[src/rtl/ssar_pkg.sv]
package ssar_pkg;

   typedef enum logic [1:0] {
      PH_IDLE = 2'd0,
      PH_SIGN = 2'd1,
      PH_MAG  = 2'd2
   } ssar_phase_e;

   function automatic int unsigned ssar_cycles(input int unsigned mag_w);
      return mag_w + 1;
   endfunction

endpackage

[src/rtl/ssar_step_ctrl.sv]
module ssar_step_ctrl
   import ssar_pkg::*;
#(
   parameter int unsigned MAG_W       = 12,
   parameter bit          STEP_ONEHOT = 1'b1
) (
   input  logic             clk,
   input  logic             rst_n,
   input  logic             start,
   output ssar_phase_e      phase,
   output logic [MAG_W-1:0] bit_sel,
   output logic             last,
   output logic             done
);

   localparam int unsigned CNT_W = (MAG_W > 1) ? $clog2(MAG_W) : 1;

   ssar_phase_e phase_q;

   always_ff @(posedge clk) begin
      if (!rst_n) begin
         phase_q <= PH_IDLE;
         done    <= 1'b0;
      end else begin
         done <= 1'b0;
         unique case (phase_q)
            PH_IDLE: if (start) phase_q <= PH_SIGN;
            PH_SIGN: phase_q <= PH_MAG;
            PH_MAG: begin
               if (last) begin
                  phase_q <= PH_IDLE;
                  done    <= 1'b1;
               end
            end
            default: phase_q <= PH_IDLE;
         endcase
      end
   end

   assign phase = phase_q;

   generate
      if (STEP_ONEHOT) begin : g_onehot
         logic [MAG_W-1:0] sel_q;
         always_ff @(posedge clk) begin
            if (!rst_n) begin
               sel_q <= '0;
            end else if (phase_q == PH_SIGN) begin
               sel_q <= {1'b1, {(MAG_W-1){1'b0}}};
            end else if (phase_q == PH_MAG) begin
               sel_q <= sel_q >> 1;
            end
         end
         assign bit_sel = sel_q;
         assign last    = (phase_q == PH_MAG) && sel_q[0];
      end else begin : g_count
         logic [CNT_W-1:0] idx_q;
         always_ff @(posedge clk) begin
            if (!rst_n) begin
               idx_q <= '0;
            end else if (phase_q == PH_SIGN) begin
               idx_q <= CNT_W'(MAG_W-1);
            end else if (phase_q == PH_MAG && idx_q != '0) begin
               idx_q <= idx_q - 1'b1;
            end
         end
         assign bit_sel = (phase_q == PH_MAG) ? (MAG_W'(1) << idx_q) : '0;
         assign last    = (phase_q == PH_MAG) && (idx_q == '0);
      end
   endgenerate

   AST_DONE_ONE_CYCLE: assert property (@(posedge clk) disable iff (!rst_n)
      done |=> !done);
   AST_DONE_AFTER_MAG: assert property (@(posedge clk) disable iff (!rst_n)
      done |-> ($past(phase_q) == PH_MAG));
   AST_SEL_ONE_HOT: assert property (@(posedge clk) disable iff (!rst_n)
      (phase_q == PH_MAG) |-> ($countones(bit_sel) == 1));
   AST_BUSY_HOLDS: assert property (@(posedge clk) disable iff (!rst_n)
      (phase_q != PH_IDLE && !last) |=> (phase_q != PH_IDLE));

endmodule

[src/rtl/ssar_bit_reg.sv]
module ssar_bit_reg
   import ssar_pkg::*;
#(
   parameter int unsigned MAG_W = 12
) (
   input  logic             clk,
   input  logic             rst_n,
   input  ssar_phase_e      phase,
   input  logic [MAG_W-1:0] bit_sel,
   input  logic             cmp_hi,
   output logic             sign_q,
   output logic [MAG_W-1:0] mag_q,
   output logic [MAG_W:0]   trial
);

   always_ff @(posedge clk) begin
      if (!rst_n) begin
         sign_q <= 1'b0;
      end else if (phase == PH_SIGN) begin
         sign_q <= ~cmp_hi;
      end
   end

   generate
      for (genvar i = 0; i < MAG_W; i++) begin : g_bit
         logic bit_q;
         always_ff @(posedge clk) begin
            if (!rst_n) begin
               bit_q <= 1'b0;
            end else if (phase == PH_SIGN) begin
               bit_q <= 1'b0;
            end else if (phase == PH_MAG && bit_sel[i]) begin
               bit_q <= cmp_hi;
            end
         end
         assign mag_q[i] = bit_q;
      end
   endgenerate

   always_comb begin
      trial = '0;
      if (phase == PH_MAG) begin
         trial = {sign_q, mag_q | bit_sel};
      end
   end

   AST_SIGN_HELD: assert property (@(posedge clk) disable iff (!rst_n)
      (phase == PH_MAG && $past(phase) == PH_MAG) |-> $stable(sign_q));
   AST_MSB_FIRST: assert property (@(posedge clk) disable iff (!rst_n)
      (phase == PH_MAG && $past(phase) == PH_SIGN)
         |-> (trial[MAG_W-1:0] == {1'b1, {(MAG_W-1){1'b0}}}));

endmodule

[src/rtl/ssar_result_reg.sv]
module ssar_result_reg #(
   parameter int unsigned WIDTH = 13
) (
   input  logic             clk,
   input  logic             rst_n,
   input  logic             load,
   input  logic [WIDTH-1:0] d,
   output logic [WIDTH-1:0] q
);

   always_ff @(posedge clk) begin
      if (!rst_n) begin
         q <= '0;
      end else if (load) begin
         q <= d;
      end
   end

   AST_RESULT_STABLE: assert property (@(posedge clk) disable iff (!rst_n)
      !load |=> $stable(q));

endmodule

[src/rtl/signed_sar.sv]
module signed_sar
   import ssar_pkg::*;
#(
   parameter int unsigned MAG_W       = 12,
   parameter bit          STEP_ONEHOT = 1'b1
) (
   input  logic           clk,
   input  logic           rst_n,
   input  logic           start,
   input  logic           cmp_hi,
   output logic [MAG_W:0] trial_code,
   output logic           busy,
   output logic           done,
   output logic [MAG_W:0] result
);

   localparam int unsigned WORD_W = MAG_W + 1;

   generate
      if (MAG_W < 2 || MAG_W > 30) begin : g_bad_width
         $error("signed_sar: MAG_W must lie in 2..30");
      end
      if (ssar_cycles(MAG_W) != WORD_W) begin : g_bad_cycles
         $error("signed_sar: cycle count mismatch");
      end
   endgenerate

   ssar_phase_e      phase;
   logic [MAG_W-1:0] bit_sel;
   logic             last;
   logic             sign_q;
   logic [MAG_W-1:0] mag_q;
   logic [WORD_W-1:0] final_word;

   ssar_step_ctrl #(
      .MAG_W       (MAG_W),
      .STEP_ONEHOT (STEP_ONEHOT)
   ) u_ctrl (
      .clk     (clk),
      .rst_n   (rst_n),
      .start   (start),
      .phase   (phase),
      .bit_sel (bit_sel),
      .last    (last),
      .done    (done)
   );

   ssar_bit_reg #(
      .MAG_W (MAG_W)
   ) u_bits (
      .clk     (clk),
      .rst_n   (rst_n),
      .phase   (phase),
      .bit_sel (bit_sel),
      .cmp_hi  (cmp_hi),
      .sign_q  (sign_q),
      .mag_q   (mag_q),
      .trial   (trial_code)
   );

   assign final_word = {sign_q, (mag_q & ~bit_sel) | ({MAG_W{cmp_hi}} & bit_sel)};

   ssar_result_reg #(
      .WIDTH (WORD_W)
   ) u_result (
      .clk   (clk),
      .rst_n (rst_n),
      .load  (last),
      .d     (final_word),
      .q     (result)
   );

   assign busy = (phase != PH_IDLE);

   AST_DONE_ENDS_BUSY: assert property (@(posedge clk) disable iff (!rst_n)
      done |-> !busy);
   AST_START_BUSY: assert property (@(posedge clk) disable iff (!rst_n)
      (!busy && start) |=> busy);

endmodule

[config.mk]
export PLATFORM = sky130hd
export DESIGN_NAME = signed_sar
export DESIGN_NICKNAME = d
export VERILOG_FILES = /design/src/rtl/ssar_pkg.sv /design/src/rtl/ssar_step_ctrl.sv /design/src/rtl/ssar_bit_reg.sv /design/src/rtl/ssar_result_reg.sv /design/src/rtl/signed_sar.sv
export SDC_FILE = /design/constraint.sdc
export NUM_CORES = 1
export LEC_CHECK = 0
export ABC_AREA = 1
export BUFFER_PORTS_ARGS = -buffer_cell sky130_fd_sc_hd__buf_2
export CAP_MARGIN = 20
export CORE_MARGIN = 5
export CORE_UTILIZATION = 50
export CTS_CLUSTER_DIAMETER = 30
export CTS_CLUSTER_SIZE = 16
export DETAILED_ROUTE_END_ITERATION = 16
export GPL_ROUTABILITY_DRIVEN = 0
export GPL_TIMING_DRIVEN = 0
export PLACE_DENSITY = 0.73
export SYNTH_ARGS = -nofsm -noshare
export SYNTH_HDL_FRONTEND = slang
export SYNTH_HIERARCHICAL = 1
export SYNTH_SLANG_ARGS = --single-unit
[constraint.sdc]
create_clock -name clk -period 3.1 [get_ports clk]
set_clock_uncertainty 0.1 [all_clocks]
set_input_delay 0 -clock clk [delete_from_list [all_inputs] [get_ports clk]]
set_output_delay 0 -clock clk [all_outputs]
set_load 0.02 [all_outputs]
# [Word-level counts from Yosys, hierarchy flattened]
# Index checks and enable logic that the tools add are counted.
[totals] register_bits=41 input_bits=4 elab_cells=54
[classes] eq_ne=4 muxes=7 bitwise_logic=7 reduce_logical=18
[ops] cell="$and A12 B12 Y12" count=2
[ops] cell="$mux W12" count=2
[ops] cell="$or A12 B12 Y12" count=2
[ops] cell="$mux W13" count=1
[ops] cell="$logic_and A1 B1 Y1" count=12
[ops] cell="$not A12 Y12" count=1
[ops] cell="$pmux W2 S3" count=1
[ops] cell="$mux W2" count=2
[ops] cell="$ne A2 B2 Y1 const B" count=2
[ops] cell="$reduce_and A2 Y1" count=2
[ops] cell="$reduce_bool A2 Y1" count=2
[ops] cell="$eq A2 B1 Y1 const B" count=1
[ops] cell="$eq A2 B2 Y1 const B" count=1
[ops] cell="$logic_not A2 Y1" count=1
[ops] cell="$not A1 Y1" count=2
[ops] cell="$reduce_or A2 Y1" count=1
[ops] cell="$mux W1" count=1

# [Logic depth before layout (Yosys ltp)]
[logic_depth] depth_word=4 ltp_mapped=10 ltp_nobuf=7

# [Hierarchy]
# The synthesis kept the hierarchy.
[modules_own_cells] module="ssar_bit_reg" instances=1 cells_per_inst=124 area_per_inst_um2=774.5 seq_area_each_um2=260.2
[modules_own_cells] module="ssar_step_ctrl" instances=1 cells_per_inst=77 area_per_inst_um2=636.9 seq_area_each_um2=300.3
[modules_own_cells] module="ssar_result_reg" instances=1 cells_per_inst=82 area_per_inst_um2=545.5 seq_area_each_um2=260.2
[modules_own_cells] module="signed_sar" instances=1 cells_per_inst=50 area_per_inst_um2=197.7 seq_area_each_um2=0.0

# [Least setup slack after synthesis]
# No wires, ideal clock.
[synth_timing] kind="flip-flop to flip-flop" startpoint="register u_ctrl.phase_q[0], in the netlist u_ctrl/phase[0]" endpoint="register u_result.q[11]" setup_time_ps=113 t_arrival_ps=1393 path_slack_ps=1494 stages_incl_launch_ff=10 n_path_buf=3 period_less_slack_ps=1606 cell_sequence="dfxtp_1 inv_1 ha_1 buf_6 nand2_1 inv_1 buf_6 buf_6 nor2_1 nor2_1"
[synth_between] elab_chain_len=2
[synth_lines] element="start, declared" line_no="ssar_step_ctrl.sv:18" text="ssar_phase_e phase_q;"
[synth_lines] element="start signal, assigned" line_no="ssar_step_ctrl.sv:22" text="phase_q <= PH_IDLE;"
[synth_lines] element="start signal, assigned" line_no="ssar_step_ctrl.sv:27" text="PH_IDLE: if (start) phase_q <= PH_SIGN;"
[synth_lines] element="start signal, assigned" line_no="ssar_step_ctrl.sv:28" text="PH_SIGN: phase_q <= PH_MAG;"
[synth_lines] element="$eq A2 B2 Y1" line_no="ssar_step_ctrl.sv:55" text="assign last = (phase_q == PH_MAG) && sel_q[0];"
[synth_lines] element="$logic_and A1 B1 Y1" line_no="ssar_step_ctrl.sv:55"
[synth_lines] element="net last" line_no="signed_sar.sv:30" text="logic last;"
[synth_lines] element="end signal, assigned" line_no="ssar_result_reg.sv:13" text="q <= '0;"
[synth_lines] element="end signal, assigned" line_no="ssar_result_reg.sv:15" text="q <= d;"
[synth_lines] element="end, declared" line_no="ssar_result_reg.sv:8" text="output logic [WIDTH-1:0] q"
# The timed path passes the listed nets, and every way through them passes these cells.
# A chain may end at the register's enable or synchronous reset.

# [Final worst setup path]
[layout_timing] startpoint="register u_ctrl.phase_q[0], in the netlist u_ctrl/phase[0]" endpoint="register u_ctrl.phase_q[1], in the netlist u_ctrl/phase[1]"
[layout_between] elab_chain_len=4 word_cells_on_any_way=8 cone_classes="eq/ne (4); mux (1); reduce/logical (3)"
[layout_lines] element="$eq A2 B2 Y1" line_no="ssar_step_ctrl.sv:26, ssar_step_ctrl.sv:55"
[layout_lines] element="$logic_and A1 B1 Y1" line_no="ssar_step_ctrl.sv:55"
[layout_lines] element="$ne A2 B2 Y1 (no line)"
[layout_lines] element="$reduce_and A2 Y1 (no line)"
# Parallel ways exist; a longest one is shown, timed or not.

==> results.toml <==
[global_route]
gr-total-overflow = 0
antenna_found_initial = 0
grt_util_all_layers = 0.185
grt_pass1_wl_mm = 8.00
grt_max_degree = 13
grt_pass1_vias = 1797

[sta]
worst_pin_slew_ps = 551
hold_violations = 0
fin_setup_tns_ps = 0
timing.final.crit_share = 0.801
final-setup-viol-count = 0
fmax_mhz = 403
relSlewSlack = 0.633
hold-worst-slack_ps = 369
period_needed_ps = 2480
setup_slack_ps = 618
rsz0062_at_grt = "false"
slew_viol_final = 0

[logic_synthesis]
synth_largest_area_cell = "dfxtp_1"
netlist_instances = 333
async_reset_ff_frac = 0
netlist_area_sq_um = 2150
synth_edf_count = 0
ys_ff_latch = 41
syn_avg_cell_area_sq_um = 6.47
synth.most_common_cell = "nand2_1"
ys_types = 16
synth_seq_area_share = 0.381
synth_flop_cell = "dfxtp_1"
yosysTopAreaCellShare = 0.381
synthTopCellsByArea = "dfxtp_1 (38%), nand2_1 (20%), nor2_1 (9.8%)"
synth_fp_nets = 340
yosys-top-cells-count = "nand2_1 (115), nor2_1 (56), inv_1 (46)"
yosys_warnings = 6

[cts]
htreeDepth = 2
cts-root-buf = "clkbuf_8"
ctsResizeCount = 0
cts_buffer_depth = 2
path_clk_slew_ps = 80
cts_inserted_buffers = 5
clk_latency_ps = 300
cts_sinks = 41
cts_tree = "yes"

[routing]
route.detailed.drc = 0
drtIter0Drc = 116
vias = 1915
antenna_left = 0
wl_per_cell_um = 10.9
avgViaCountPerCell = 4.48
dr.pass1.iters = 4
routed_wl_mm = 4.67

[power_and_ir_drop]
vdd_drop_max_uv = 407
power_mw = 1.35
powerDensity_nw_per_um2 = 540
p_leak_nw = 1.21

[setup_path]
startpoint = "u_ctrl/phase[0]$_SDFFE_PN0P_"
start_kind = "flop"
required_ps = 3190
r2r_slack_ps = 620
path_max_fanout = 8
endpoint_kind = "flop"
critPathArrivalTime_ps = 2570
r2r-end = "u_ctrl/phase[1]$_SDFFE_PN0P_"
worstReg2RegStart = "u_ctrl/phase[0]$_SDFFE_PN0P_"
rr_worst_depth = 8
timing_worst_setup_path_type = "reg2reg"

[floorplanning]
dieArea_sq_um = 5720
start_util = 0.527
die_w_um = 75.6
io-pin-count = 32
core_area_sq_um = 4090
die_h_um = 75.6
rows = 23

[layout]
fill_cells = 394
instances_no_fill = 427
diodes = 0
fin_area_sq_um = 2500
area_growth_pct = 16.3
nets = 383
layout-drive-gt1-share = 0.202
fin_util = 0.613

[place]
post-place-cells = 414
io_buffers = 31
dp_slack_ps = 1320
dpl.hpwl_mm = 3.21
placed_area_sq_um = 2370

[worst_hold_path]
min_path_type = "reg2reg"
hold_depth = 2
min_from = "u_result/q[12]$_SDFFE_PN0P_"
hold_end = "u_result/q[12]$_SDFFE_PN0P_"

[status]
status = "finished, final reports clean"

[run]
maxCapViolCount = 0
state kept, by name, indices dropped and copies added (netlist names):
| signal | cells |
|---|---|
| u_bits/sign_q | 1 |
| u_ctrl/phase | 2 |
| u_ctrl/done | 1 |
| u_ctrl/bit_sel | 12 |
| u_bits/g_bit.bit_q | 12 |
| u_result/q | 13 |
cells in the final DEF (no fill, tap or decap):
cell type and count:
nor2_1 56, a21oi_2 10, dlygate4sd3_1 5, a21boi_2 1
buf_4 17, clkbuf_1 2, buf_6 6, buf_2 31
inv_1 46, clkinv_2 2, nand3_1 14, o21ai_0 14
dfxtp_1 41, a21oi_1 5, inv_2 2, clkbuf_8 5
or2_2 1, nand2_1 115, clkbuf_2 1, ha_1 3
worst max path at each step:
stage / to / slack (ps)
after CTS: u_ctrl/phase[1]$_SDFFE_PN0P_ / 660
after global placement: u_result/q[9]$_SDFFE_PN0P_ / 1320
after detailed placement: u_result/q[9]$_SDFFE_PN0P_ / 1320
final: u_ctrl/phase[1]$_SDFFE_PN0P_ / 620
after floorplan: u_result/q[11]$_SDFFE_PN0P_ / 1490
after global routing: u_ctrl/phase[1]$_SDFFE_PN0P_ / 510
power by group:
part | internal (mW) | switching, mW | total (mW)
registers | 0.551 | 0.0428 | 0.593
logic | 0.150 | 0.265 | 0.415
clock network | 0.156 | 0.188 | 0.345
total | 0.857 | 0.496 | 1.35
critical path, cell delays in order, from the launching register on:
cell           delay, ps
dfxtp_1              490
inv_1                110
ha_1                 280
nand2_1              130
nand3_1               80
nand2_1               60
dlygate4sd3_1        540
nor2_1                40
dlygate4sd3_1        550
cells by family (layout without fill, tap and decap cells):
group / count (synthesis) / in the layout / share of synthesized area
compound gates: 30 / 30 / 0.0900
fa+ha+maj: 3 / 3 / 0.0174
buf+inv: 73 / 117 / 0.178
flops: 41 / 41 / 0.381
simple gates: 186 / 186 / 0.333
area by class of cell:
cell class | count | area [sq um] | share of cell area
buffer | 25 | 204 | 0.0814
clock buffer | 6 | 72.6 | 0.0290
clock inverter | 2 | 10.0 | 0.00400
inverter | 48 | 180 | 0.0719
multi-input combinational | 219 | 950 | 0.379
sequential | 41 | 821 | 0.328
tap | 50 | 62.6 | 0.0250
timing repair buffer | 36 | 205 | 0.0819
metal layers:
| layer | track usage | up-vias | wire length [um] |
|---|---|---|---|
| met2 | 0.309 | 25 | 2110 |
| met5 | 0 | - | 0 |
| met1 | 0.237 | 821 | 2310 |
| met4 | 0.0699 | 0 | 82 |
| met3 | 0.0356 | 8 | 163 |
| li1 | - | 1061 | - |
repair_timing:
action,in CTS,in global routing
buffers inserted,0,0
hold buffers,5,0
endpoints found under the hold margin,11,0
Note: power is estimated with default switching activity, not from simulation.
